<file path="config.mk">
export PLATFORM = sky130hd
export DESIGN_NAME = hptr_track
export DESIGN_NICKNAME = d
export VERILOG_FILES = /design/src/rtl/hptr_pkg.sv /design/src/rtl/hptr_src_sel.sv /design/src/rtl/hptr_step.sv /design/src/rtl/hptr_compose.sv /design/src/rtl/hptr_track.sv
export SDC_FILE = /design/constraint.sdc
export NUM_CORES = 1
export LEC_CHECK = 0
export BUFFER_PORTS_ARGS = -buffer_cell sky130_fd_sc_hd__buf_2
export CAP_MARGIN = 20
export CORE_ASPECT_RATIO = 1.75
export CORE_MARGIN = 3
export CORE_UTILIZATION = 40
export DETAILED_ROUTE_END_ITERATION = 8
export PLACE_DENSITY = 0.78
export SLEW_MARGIN = 0
export SYNTH_ARGS = -nofsm -noshare
export SYNTH_HDL_FRONTEND = slang
export SYNTH_SLANG_ARGS = --single-unit
</file>
<file path="constraint.sdc">
create_clock -name clk -period 3.7 [get_ports clk]
set_input_delay 0.555 -clock clk [delete_from_list [all_inputs] [get_ports clk]]
set_output_delay 0.555 -clock clk [all_outputs]
set_load 0.02 [all_outputs]
</file>
<file path="src/rtl/hptr_pkg.sv">
package hptr_pkg;

  localparam int OP_W = 5;

  typedef enum logic [OP_W-1:0] {
    OP_NONE       = 5'd0,
    OP_LDA_BC     = 5'd1,
    OP_LDA_DE     = 5'd2,
    OP_LDA_IMM    = 5'd3,
    OP_STA_BC     = 5'd4,
    OP_STA_DE     = 5'd5,
    OP_STA_IMM    = 5'd6,
    OP_WORD_IMM   = 5'd7,
    OP_JUMP       = 5'd8,
    OP_CALL       = 5'd9,
    OP_RET        = 5'd10,
    OP_RESTART    = 5'd11,
    OP_JREL       = 5'd12,
    OP_PORT_IO    = 5'd13,
    OP_BLKIN_INC  = 5'd14,
    OP_BLKIN_DEC  = 5'd15,
    OP_NIB_ROT    = 5'd16
  } hptr_op_e;

  typedef enum logic [1:0] {
    ADJ_NONE = 2'd0,
    ADJ_INC  = 2'd1,
    ADJ_DEC  = 2'd2,
    ADJ_REL  = 2'd3
  } hptr_adj_e;

endpackage

</file>
<file path="src/rtl/hptr_src_sel.sv">
module hptr_src_sel #(
  parameter int AW = 16,
  parameter int DW = 8
) (
  input  logic [hptr_pkg::OP_W-1:0] op_class,
  input  logic                      rel_taken,
  input  logic [AW-1:0]             pair_bc,
  input  logic [AW-1:0]             pair_de,
  input  logic [AW-1:0]             pair_hl,
  input  logic [AW-1:0]             imm_word,
  input  logic [AW-1:0]             pop_word,
  input  logic [AW-1:0]             cur_pc,
  input  logic [DW-1:0]             rst_vec,
  output logic [AW-1:0]             base,
  output hptr_pkg::hptr_adj_e       adj,
  output logic                      hi_sub,
  output logic                      upd
);
  import hptr_pkg::*;

  localparam int PAD = AW - DW;

  always_comb begin
    base   = '0;
    adj    = ADJ_NONE;
    hi_sub = 1'b0;
    upd    = 1'b1;
    case (hptr_op_e'(op_class))
      OP_LDA_BC:    begin base = pair_bc;  adj = ADJ_INC; end
      OP_LDA_DE:    begin base = pair_de;  adj = ADJ_INC; end
      OP_LDA_IMM:   begin base = imm_word; adj = ADJ_INC; end
      OP_STA_BC:    begin base = pair_bc;  adj = ADJ_INC; hi_sub = 1'b1; end
      OP_STA_DE:    begin base = pair_de;  adj = ADJ_INC; hi_sub = 1'b1; end
      OP_STA_IMM:   begin base = imm_word; adj = ADJ_INC; hi_sub = 1'b1; end
      OP_WORD_IMM:  begin base = imm_word; adj = ADJ_INC; end
      OP_JUMP:      begin base = imm_word; end
      OP_CALL:      begin base = imm_word; end
      OP_RET:       begin base = pop_word; end
      OP_RESTART:   begin base = {{PAD{1'b0}}, rst_vec}; end
      OP_JREL:      begin base = cur_pc; adj = ADJ_REL; upd = rel_taken; end
      OP_PORT_IO:   begin base = pair_bc; adj = ADJ_INC; end
      OP_BLKIN_INC: begin base = pair_bc; adj = ADJ_INC; end
      OP_BLKIN_DEC: begin base = pair_bc; adj = ADJ_DEC; end
      OP_NIB_ROT:   begin base = pair_hl; adj = ADJ_INC; end
      default:      begin upd = 1'b0; end
    endcase
  end

endmodule

</file>
<file path="src/rtl/hptr_step.sv">
module hptr_step #(
  parameter int AW = 16,
  parameter int DW = 8
) (
  input  logic [AW-1:0]       base,
  input  hptr_pkg::hptr_adj_e adj,
  input  logic [DW-1:0]       rel_off,
  output logic [AW-1:0]       sum
);
  import hptr_pkg::*;

  localparam int PAD = AW - DW;

  logic [AW-1:0] rel_ext;

  generate
    if (PAD > 0) begin : g_sext
      assign rel_ext = {{PAD{rel_off[DW-1]}}, rel_off};
    end else begin : g_nosext
      assign rel_ext = rel_off[AW-1:0];
    end
  endgenerate

  always_comb begin
    case (adj)
      ADJ_INC: sum = base + AW'(1);
      ADJ_DEC: sum = base - AW'(1);
      ADJ_REL: sum = base + rel_ext;
      default: sum = base;
    endcase
  end

endmodule

</file>
<file path="src/rtl/hptr_compose.sv">
module hptr_compose #(
  parameter int AW = 16,
  parameter int DW = 8
) (
  input  logic [AW-1:0] sum,
  input  logic          hi_sub,
  input  logic [DW-1:0] acc_val,
  output logic [AW-1:0] next_val
);
  localparam int LO = AW - DW;

  always_comb begin
    if (hi_sub) next_val = {acc_val, sum[LO-1:0]};
    else        next_val = sum;
  end

endmodule

</file>
<file path="src/rtl/hptr_track.sv">
module hptr_track #(
  parameter int AW = 16,
  parameter int DW = 8
) (
  input  logic                      clk,
  input  logic                      rst,
  input  logic                      op_valid,
  input  logic [hptr_pkg::OP_W-1:0] op_class,
  input  logic [AW-1:0]             pair_bc,
  input  logic [AW-1:0]             pair_de,
  input  logic [AW-1:0]             pair_hl,
  input  logic [AW-1:0]             imm_word,
  input  logic [AW-1:0]             pop_word,
  input  logic [AW-1:0]             cur_pc,
  input  logic [DW-1:0]             rel_off,
  input  logic                      rel_taken,
  input  logic [DW-1:0]             rst_vec,
  input  logic [DW-1:0]             acc_val,
  output logic [AW-1:0]             ptr_out
);
  import hptr_pkg::*;

  logic [AW-1:0] base;
  hptr_adj_e     adj;
  logic          hi_sub;
  logic          upd;
  logic [AW-1:0] sum;
  logic [AW-1:0] next_val;
  logic [AW-1:0] ptr_q;

  hptr_src_sel #(.AW(AW), .DW(DW)) u_sel (
    .op_class (op_class),
    .rel_taken(rel_taken),
    .pair_bc  (pair_bc),
    .pair_de  (pair_de),
    .pair_hl  (pair_hl),
    .imm_word (imm_word),
    .pop_word (pop_word),
    .cur_pc   (cur_pc),
    .rst_vec  (rst_vec),
    .base     (base),
    .adj      (adj),
    .hi_sub   (hi_sub),
    .upd      (upd)
  );

  hptr_step #(.AW(AW), .DW(DW)) u_step (
    .base   (base),
    .adj    (adj),
    .rel_off(rel_off),
    .sum    (sum)
  );

  hptr_compose #(.AW(AW), .DW(DW)) u_comp (
    .sum     (sum),
    .hi_sub  (hi_sub),
    .acc_val (acc_val),
    .next_val(next_val)
  );

  always_ff @(posedge clk) begin
    if (rst)                  ptr_q <= '0;
    else if (op_valid && upd) ptr_q <= next_val;
  end

  assign ptr_out = ptr_q;

endmodule

</file>
# Word-level counts from Yosys, hierarchy flattened
# Index checks and enable logic that the tools add are counted.
# classes
eq_ne,19
reduce_logical,7
n_mux,6
add_sub_neg,3
# op_table
cell,count
16-bit one-hot mux with 7 select lines,1
16-bit one-hot mux with 3 select lines,1
5-bit by 4-bit equality test with 1-bit output (second input constant),8
5-bit by 3-bit equality test with 1-bit output (second input constant),4
16-bit by 1-bit adder with 16-bit output (second input constant),1
16-bit adder,1
16-bit 2-to-1 mux,1
16-bit by 1-bit subtractor with 16-bit output (second input constant),1
15-bit OR reduction,1
5-bit by 2-bit equality test with 1-bit output (second input constant),2
10-bit OR reduction,1
5-bit OR reduction,2
2-bit one-hot mux with 3 select lines,1
5-bit by 1-bit equality test with 1-bit output (second input constant),1
5-bit equality test (second input constant),1
2-bit equality test (second input constant),2
3-bit OR reduction,1
2-bit by 1-bit equality test with 1-bit output (second input constant),1
1-bit one-hot mux with 2 select lines,1
2-bit OR reduction,1
1-bit logical AND,1
1-bit 2-to-1 mux,1
# totals
out_inout_bits,16
regBits,16

# Longest topological paths before layout
# Gate-level depths: netlist of the first run.
# logic_depth
ltp_word,6
mapped_depth,17

# Modules after synthesis
# A second synthesis of the first run with hierarchy kept.
# unflattened
cells_unflattened,347
hier_area_um2,2763.9
# modules_own_cells
mod,area_each_um2,n_inst,cells_per_inst
hptr_src_sel,962.2,1,128
hptr_step,877.1,1,130
hptr_track,733.2,1,72
hptr_compose,191.4,1,17

# Least setup slack after synthesis of the first run
# OpenSTA, ideal clock, no wires.
# synth_timing
kind,input-to-reg
start,in op_class[4] (netlist name)
end,"reg ptr_q[14], in the netlist ptr_out[14]"
stages,16
slack_ns,0.163
setup_ns,0.101
arrival_time_ns,3.436
path_buffers,2
path_cell_list,buf_4 -> or3_1 -> o32ai_2 -> buf_2 -> a22oi_1 -> nand4_1 -> ha_1 -> inv_1 -> fa_1 -> nor2b_1 -> o211ai_1 -> a2bb2oi_1 -> a31oi_1 -> xnor2_1 -> nor2_1 -> o41ai_1
# synth_via
elab_chain_len,6
# synth_rtl
item,line_no,source
start: declaration,hptr_track.sv:8,"input logic [hptr_pkg::OP_W-1:0] op_class,"
"5-bit by 1-bit equality test with 1-bit output, or another cell as far along",hptr_src_sel.sv:28,case (hptr_op_e'(op_class))
"5-bit OR reduction (no source line), or another cell as far along",-,
16-bit one-hot mux with 7 select lines or 2-bit one-hot mux with 3 select lines (tied branches),hptr_src_sel.sv:28,
"16-bit adder, or another cell as far along",hptr_step.sv:28,ADJ_REL: sum = base + rel_ext;
16-bit one-hot mux with 3 select lines,hptr_step.sv:25,case (adj)
16-bit 2-to-1 mux,hptr_compose.sv:13,"if (hi_sub) next_val = {acc_val, sum[LO-1:0]};"
end signal: assignment,hptr_track.sv:63,else if (op_valid && upd) ptr_q <= next_val;
end: declaration,hptr_track.sv:29,logic [AW-1:0] ptr_q;
# Several ways; a longest one is shown, not always the timed one.
# A chain may end at the register's enable or synchronous reset.

# Worst setup path after layout of the first run
# layout_timing
start,in op_class[2] (netlist name)
end,"reg ptr_q[14], in the netlist ptr_out[14]"
# The elaborated chain is that of the path after synthesis.

==> run metrics, run 1 <==
Routed WL per cell ~18 um; CP endpoint kind flop; non-filler cells, final about 540; fin. max-slew vios 0; drt first pass iters 6; GPL Wtd Cong around 0.99; post-DP HPWL 8.05 mm; gr usage total between 20% and 30%; post-route ant nets 0; vias in the first global route around 3200; top cell type by total area after synthesis dfxtp_1; pin count of the biggest net entering global routing 18; Post-synth ARST share 0%; maximum buffer depth of the clock tree 2; peak supply drop between 100 and 150 uV; Bufs and invs on worst path 1; Setup crit start kind input port; final cell utilization of the core between 50% and 60%; Cell variety after synth 56; Leak 1.59 nW; Post-synth EDFFs 0; WP data arrival roughly 3.6 ns; Starting Density 41.7%; Worst Path Required between 3 and 4 ns; core area about 5600 um2; flops & latches, synth 16; hold path endpoint ptr_out[12]; Num CTS Buffers 3; Root Driver clkbuf_8; minimum clock period around 3.4 ns; Setup CP Type input port to flop; max cap viols 0; Fin Setup TNS 0 ns; gr ovfl total 0; Antenna diodes 0; crit share post-route 92.3%; Hold Path Origin ptr_out[12]; latest clock arrival within the worst-skew pair approximately 0.24 ns; max FFs per register 16; Slowest-stage cell, CP ha_1; R2R Path End ptr_out[6]; final hold vios 0; r2r startpoint ptr_out[6]; FP Rows 36; fmax ~300 MHz; Final #Nets between 600 and 700; Slew headroom between 50 and 60%; Worst Hold Depth 2; RSZ-0062 raised after global routing false; Syn Nets ~460; Post-Synthesis Cell Area ~2300 um2; CP max stage delay 0.35 ns; fraction of layout instances using a drive strength above 1 between 40% and 50%; Vias/cell 5.90; power per cell area about 210 nW/um2; Area growth syn-to-layout 38.7%; top-count cell post-synth nand2_1; hold slack final 0.442 ns; die area between 6000 and 7000 um2; CTS tree done; top cells by area, synth dfxtp_1 (14%), ha_1 (8.0%), a22oi_1 (5.8%); Worst Clk Skew 0 ns; CP cell instances buf_2 -> and3b_1 -> and2_1 -> a222oi_1 -> nand2_1 -> a221o_1 -> ha_1 -> a21oi_2 -> o21ai_0 -> a31o_2 -> a31oi_1 -> xnor2_1 -> nor2_1 -> o41ai_2; Cells after Synth 312; post-synthesis sequential area ratio between 10% and 20%; Clock transition at path regs about 0.06 ns; io pins about 150; first-pass GRT wire length approximately 15 mm; share of the synthesized area in the top cell type 13.6%; Post-CTS Hold Fix Bufs 0; R2R depth 2; Synth warnings 0; synthesized area per cell 7.53 um2; critical path fanouts, max 13; DRC Markers 0; placed cells 532; Worst-Margin Slew between 0.6 and 0.7 ns; chip width around 64 um; initial DRC count 250; Most used DFF post-synth dfxtp_1; DR vias between 3000 and 4000; overall routed net length 9.42 mm; most common library cells after synthesis nand2_1 (34), a21oi_1 (20), nor2_1 (20); Top Family by Delay on Critical Path compound AO/OA/AOI/OAI gates; # port buffers between 100 and 150; initial antenna violation count 0; H-tree lvl count 1; Finish-stage setup viols 0; Hold Crit Class flop to flop; Sink Count 16; Vert. Die Dim 107 um; FF-to-FF setup slack around 3.0 ns; status finished clean
[metrics by stage]
step | power, W | instance area, um2 | worst slack [ns]
global placement | 0.000510 | 3180 | 0.0652
CTS | 0.000667 | 3230 | 0.273
floorplan | 0.000380 | 2350 | 0.163
global route | 0.000712 | 3260 | 0.00868
detailed placement | 0.000515 | 3180 | 0.0327
finish | 0.000670 | 3260 | 0.285
[logic make-up after synthesis]
logic type / Yosys count / synth area share (%)
compound gates: 120 / 38.3
xor+xnor: 15 / 5.59
fa+ha+maj: 16 / 8.84
buf+inv: 28 / 7.08
flops: 16 / 13.6
mux: 4 / 1.70
simple gates: 113 / 24.9
[cell usage in the layout (no fill, tap or decap), types with 8 or more instances in the layout]
cell type and count:
a21oi_1 18, a222oi_1 9, a22oi_1 18, and3_1 8
buf_2 142, buf_4 20, dfxtp_1 16, ha_1 15
nand2_1 34, nand3_1 11, nor2_1 20, nor3_1 9
xnor2_1 12
[worst register-to-register path: stages, from the launching register on]
cell and delay [ns]:
dfxtp_1 0.33, nor2_1 0.05, a211oi_1 0.22
[layer usage]
layer / vias up / GRT usage, % / routed length [um]
met5: - / 0 / 0
met4: 0 / 13.3 / 408
met3: 30 / 2.61 / 587
met2: 166 / 51.1 / 5090
met1: 1457 / 29.6 / 3340
li1: 1508 / - / -
[worst max path at each step]
stage | from | endpoint | slack (ns) | cells after the start
after global placement | op_class[2] | ptr_out[15] | 0.07 | 15
after detailed placement | op_class[2] | ptr_out[15] | 0.03 | 15
after global routing | op_class[1] | ptr_out[14] | 0.009 | 15
final | op_class[2] | ptr_out[14] | 0.28 | 14
after CTS | op_class[4] | ptr_out[14] | 0.27 | 14
after floorplan | op_class[4] | ptr_out[14] | 0.16 | 16
[area by class of cell]
class | instances | area (um2)
inverter | 8 | 30.0
timing repair buffer | 164 | 876
clock buffer | 4 | 55.1
multi-input combinational | 268 | 1880
fill | 564 | 2370
tap | 76 | 95.1
sequential | 16 | 320
[report_power, final]
group	internal [W]	switching (W)	total [W]
combinational	0.000147	0.000183	0.000331
clock	0.0000942	0.0000563	0.000150
sequential	0.000183	0.00000535	0.000189
total	0.000425	0.000245	0.000670
[repair_timing]
item	CTS	global route
hold endpoints to repair	0	0
setup endpoints to repair	0	5
setup buffers	0	0
gates resized for setup	0	7
Power figures use the tool's default switching activity.
==> run 2: changes to the inputs <==
==> constraint.sdc (replaced) <==
create_clock -name clk -period 3.7 [get_ports clk]
set_input_delay 0.37 -clock clk [delete_from_list [all_inputs] [get_ports clk]]
set_output_delay 0.37 -clock clk [all_outputs]
set_load 0.02 [all_outputs]
==> run metrics, run 2 (same netlist as run 1, synthesis figures left out) <==
Critical path destination ptr_out[14]; overall routed net length 9.75 mm; Clk network pwr share ~23%; crit share post-route between 90% and 100%; latest clock arrival within the worst-skew pair approximately 0.25 ns; core area approximately 5600 um2; maximum buffer depth of the clock tree 2; Setup crit start kind input port; final hold vios 0; DR vias around 3200; R2R Path End ptr_out[6]; Fin Setup TNS 0 ns; Sink Count 16; critical path fanouts, max 11; post-route ant nets 0; sequential share of power between 20% and 30%; Worst Clk Skew 0 ns; max FFs per register 16; CTS resizes 0; vias in the first global route 3212; Finish-stage setup viols 0; first-pass GRT wire length around 15 mm; critical path startpoint op_class[4]; CP endpoint kind flop; Vias/cell ~6; DRC Markers 0; GPL Wtd Cong just under 1; Starting Density 41.7%; Worst Hold Depth 2; drt first pass iters 5; Leak 1.57 nW; FF-to-FF setup slack between 3 and 4 ns; switch share a little under two fifths; # port buffers approximately 140; R2R depth 2; Filler cells approximately 560; fmax 291 MHz; FP Rows 36; combinational power share 48.8%; commonest non-fill, non-tap cell in the layout buf_2; Area growth syn-to-layout 36.7%; Clock transition at path regs about 0.070 ns; max cap viols 0; Routed WL per cell between 15 and 20 um; io pins between 100 and 150; CTS tree done; total power between 0.0006 and 0.0007 W; Post-CTS Hold Fix Bufs 0; multi-input logic area about 1900 um2; Root Driver clkbuf_8; fraction of layout instances using a drive strength above 1 38.7%; Num CTS Buffers 3; gr usage total roughly 27%; RSZ-0062 raised after global routing false; minimum clock period 3.44 ns; r2r startpoint ptr_out[6]; WP data arrival 3.59 ns; chip width between 60 and 70 um; die area between 6000 and 7000 um2; status finished clean; H-tree lvl count 1; Worst Path Required approximately 3.9 ns; Hold Crit Class flop to flop; Net Switching 0.000249 W; initial antenna violation count 0; most frequent cells in the layout buf_2 (144), nand2_1 (34), nor2_1 (20), a21oi_1 (20), a22oi_1 (18); P_int between 0.0004 and 0.0005 W; gr ovfl total 0; post-DP HPWL slightly above 8 mm; Slew headroom around half; pin count of the biggest net entering global routing 19; post-CTS setup buffer count 0; Hold Path Origin ptr_out[12]; Final #Nets 603; Vert. Die Dim 107 um; initial DRC count 292; Reg area ~320 um2; peak supply drop roughly 140 uV; fin. max-slew vios 0; power per cell area ~210 nW/um2; Setup CP Type input port to flop; Worst-Margin Slew 0.760 ns; Antenna diodes 0
run 2: cell types whose count changed in the layout (fill, tap and decap cells not counted):
cell / before / now
a211oi_2: 1 / 0
clkbuf_4: 2 / 0
o21ai_1: 6 / 5
o41ai_1: 0 / 1
buf_4: 20 / 17
o21ai_0: 7 / 8
a21oi_1: 18 / 20
a21oi_2: 2 / 0
buf_2: 142 / 144
o41ai_2: 1 / 0
a211oi_1: 6 / 7
run 2: how the worst min path moves through the flow:
stage | to | slack (ns)
floorplan | ptr_out[14] | 0.47
global placement | ptr_out[11] | 0.43
detailed placement | ptr_out[11] | 0.44
CTS | ptr_out[12] | 0.45
global route | ptr_out[12] | 0.47
finish | ptr_out[12] | 0.44
run 2: worst max-delay path, cell delays in order:
cell       delay, ns
buf_2           0.21
and3b_1         0.26
and2_1          0.23
buf_4           0.20
a32oi_1         0.17
and3_1          0.21
nand2_1         0.07
ha_1            0.34
a21oi_1         0.27
nor4b_1         0.29
a2bb2oi_1       0.18
a31oi_1         0.29
xnor2_1         0.15
nor2_1          0.05
o41ai_1         0.28
run 2: routing by layer:
layer	global-route usage [%]	vias up	share of wire, %
li1	-	1505	-
met1	27.4	1435	34
met2	50.5	176	51
met3	3.87	55	6.3
met4	19.5	0	7.8
met5	0	-	0
run 2: area by class of cell:
| type | instances | share of cell area, % |
|---|---|---|
| well taps | 76 | 2.96 |
| flip-flops and latches | 16 | 9.97 |
| multi-input cells | 268 | 58.0 |
| inverters | 8 | 0.935 |
| clock buffers | 4 | 1.71 |
| repair buffers | 161 | 26.4 |
run 2: per-stage QoR:
step	setup slack (ns)	instance area [um2]	std cells	hold WS (ns)	util, %
after CTS	0.343	3210	533	0.448	57.0
final	0.260	3210	533	0.443	57.0
after floorplan	0.348	2350	312	0.474	-
after global placement	0.208	3160	529	0.433	56.1
after detailed placement	0.111	3160	529	0.437	56.1
after global routing	0.112	3210	533	0.470	57.0
run 2: power groups by stage:
stage	clock (W)	sequential [W]	combinational [W]
2_1_floorplan	0	0.000205	0.000174
3_3_place_gp	0	0.000192	0.000316
3_5_place_dp	0	0.000192	0.000323
4_1_cts	0.000159	0.000189	0.000325
5_1_grt	0.000166	0.000189	0.000357
6_report	0.000155	0.000188	0.000328
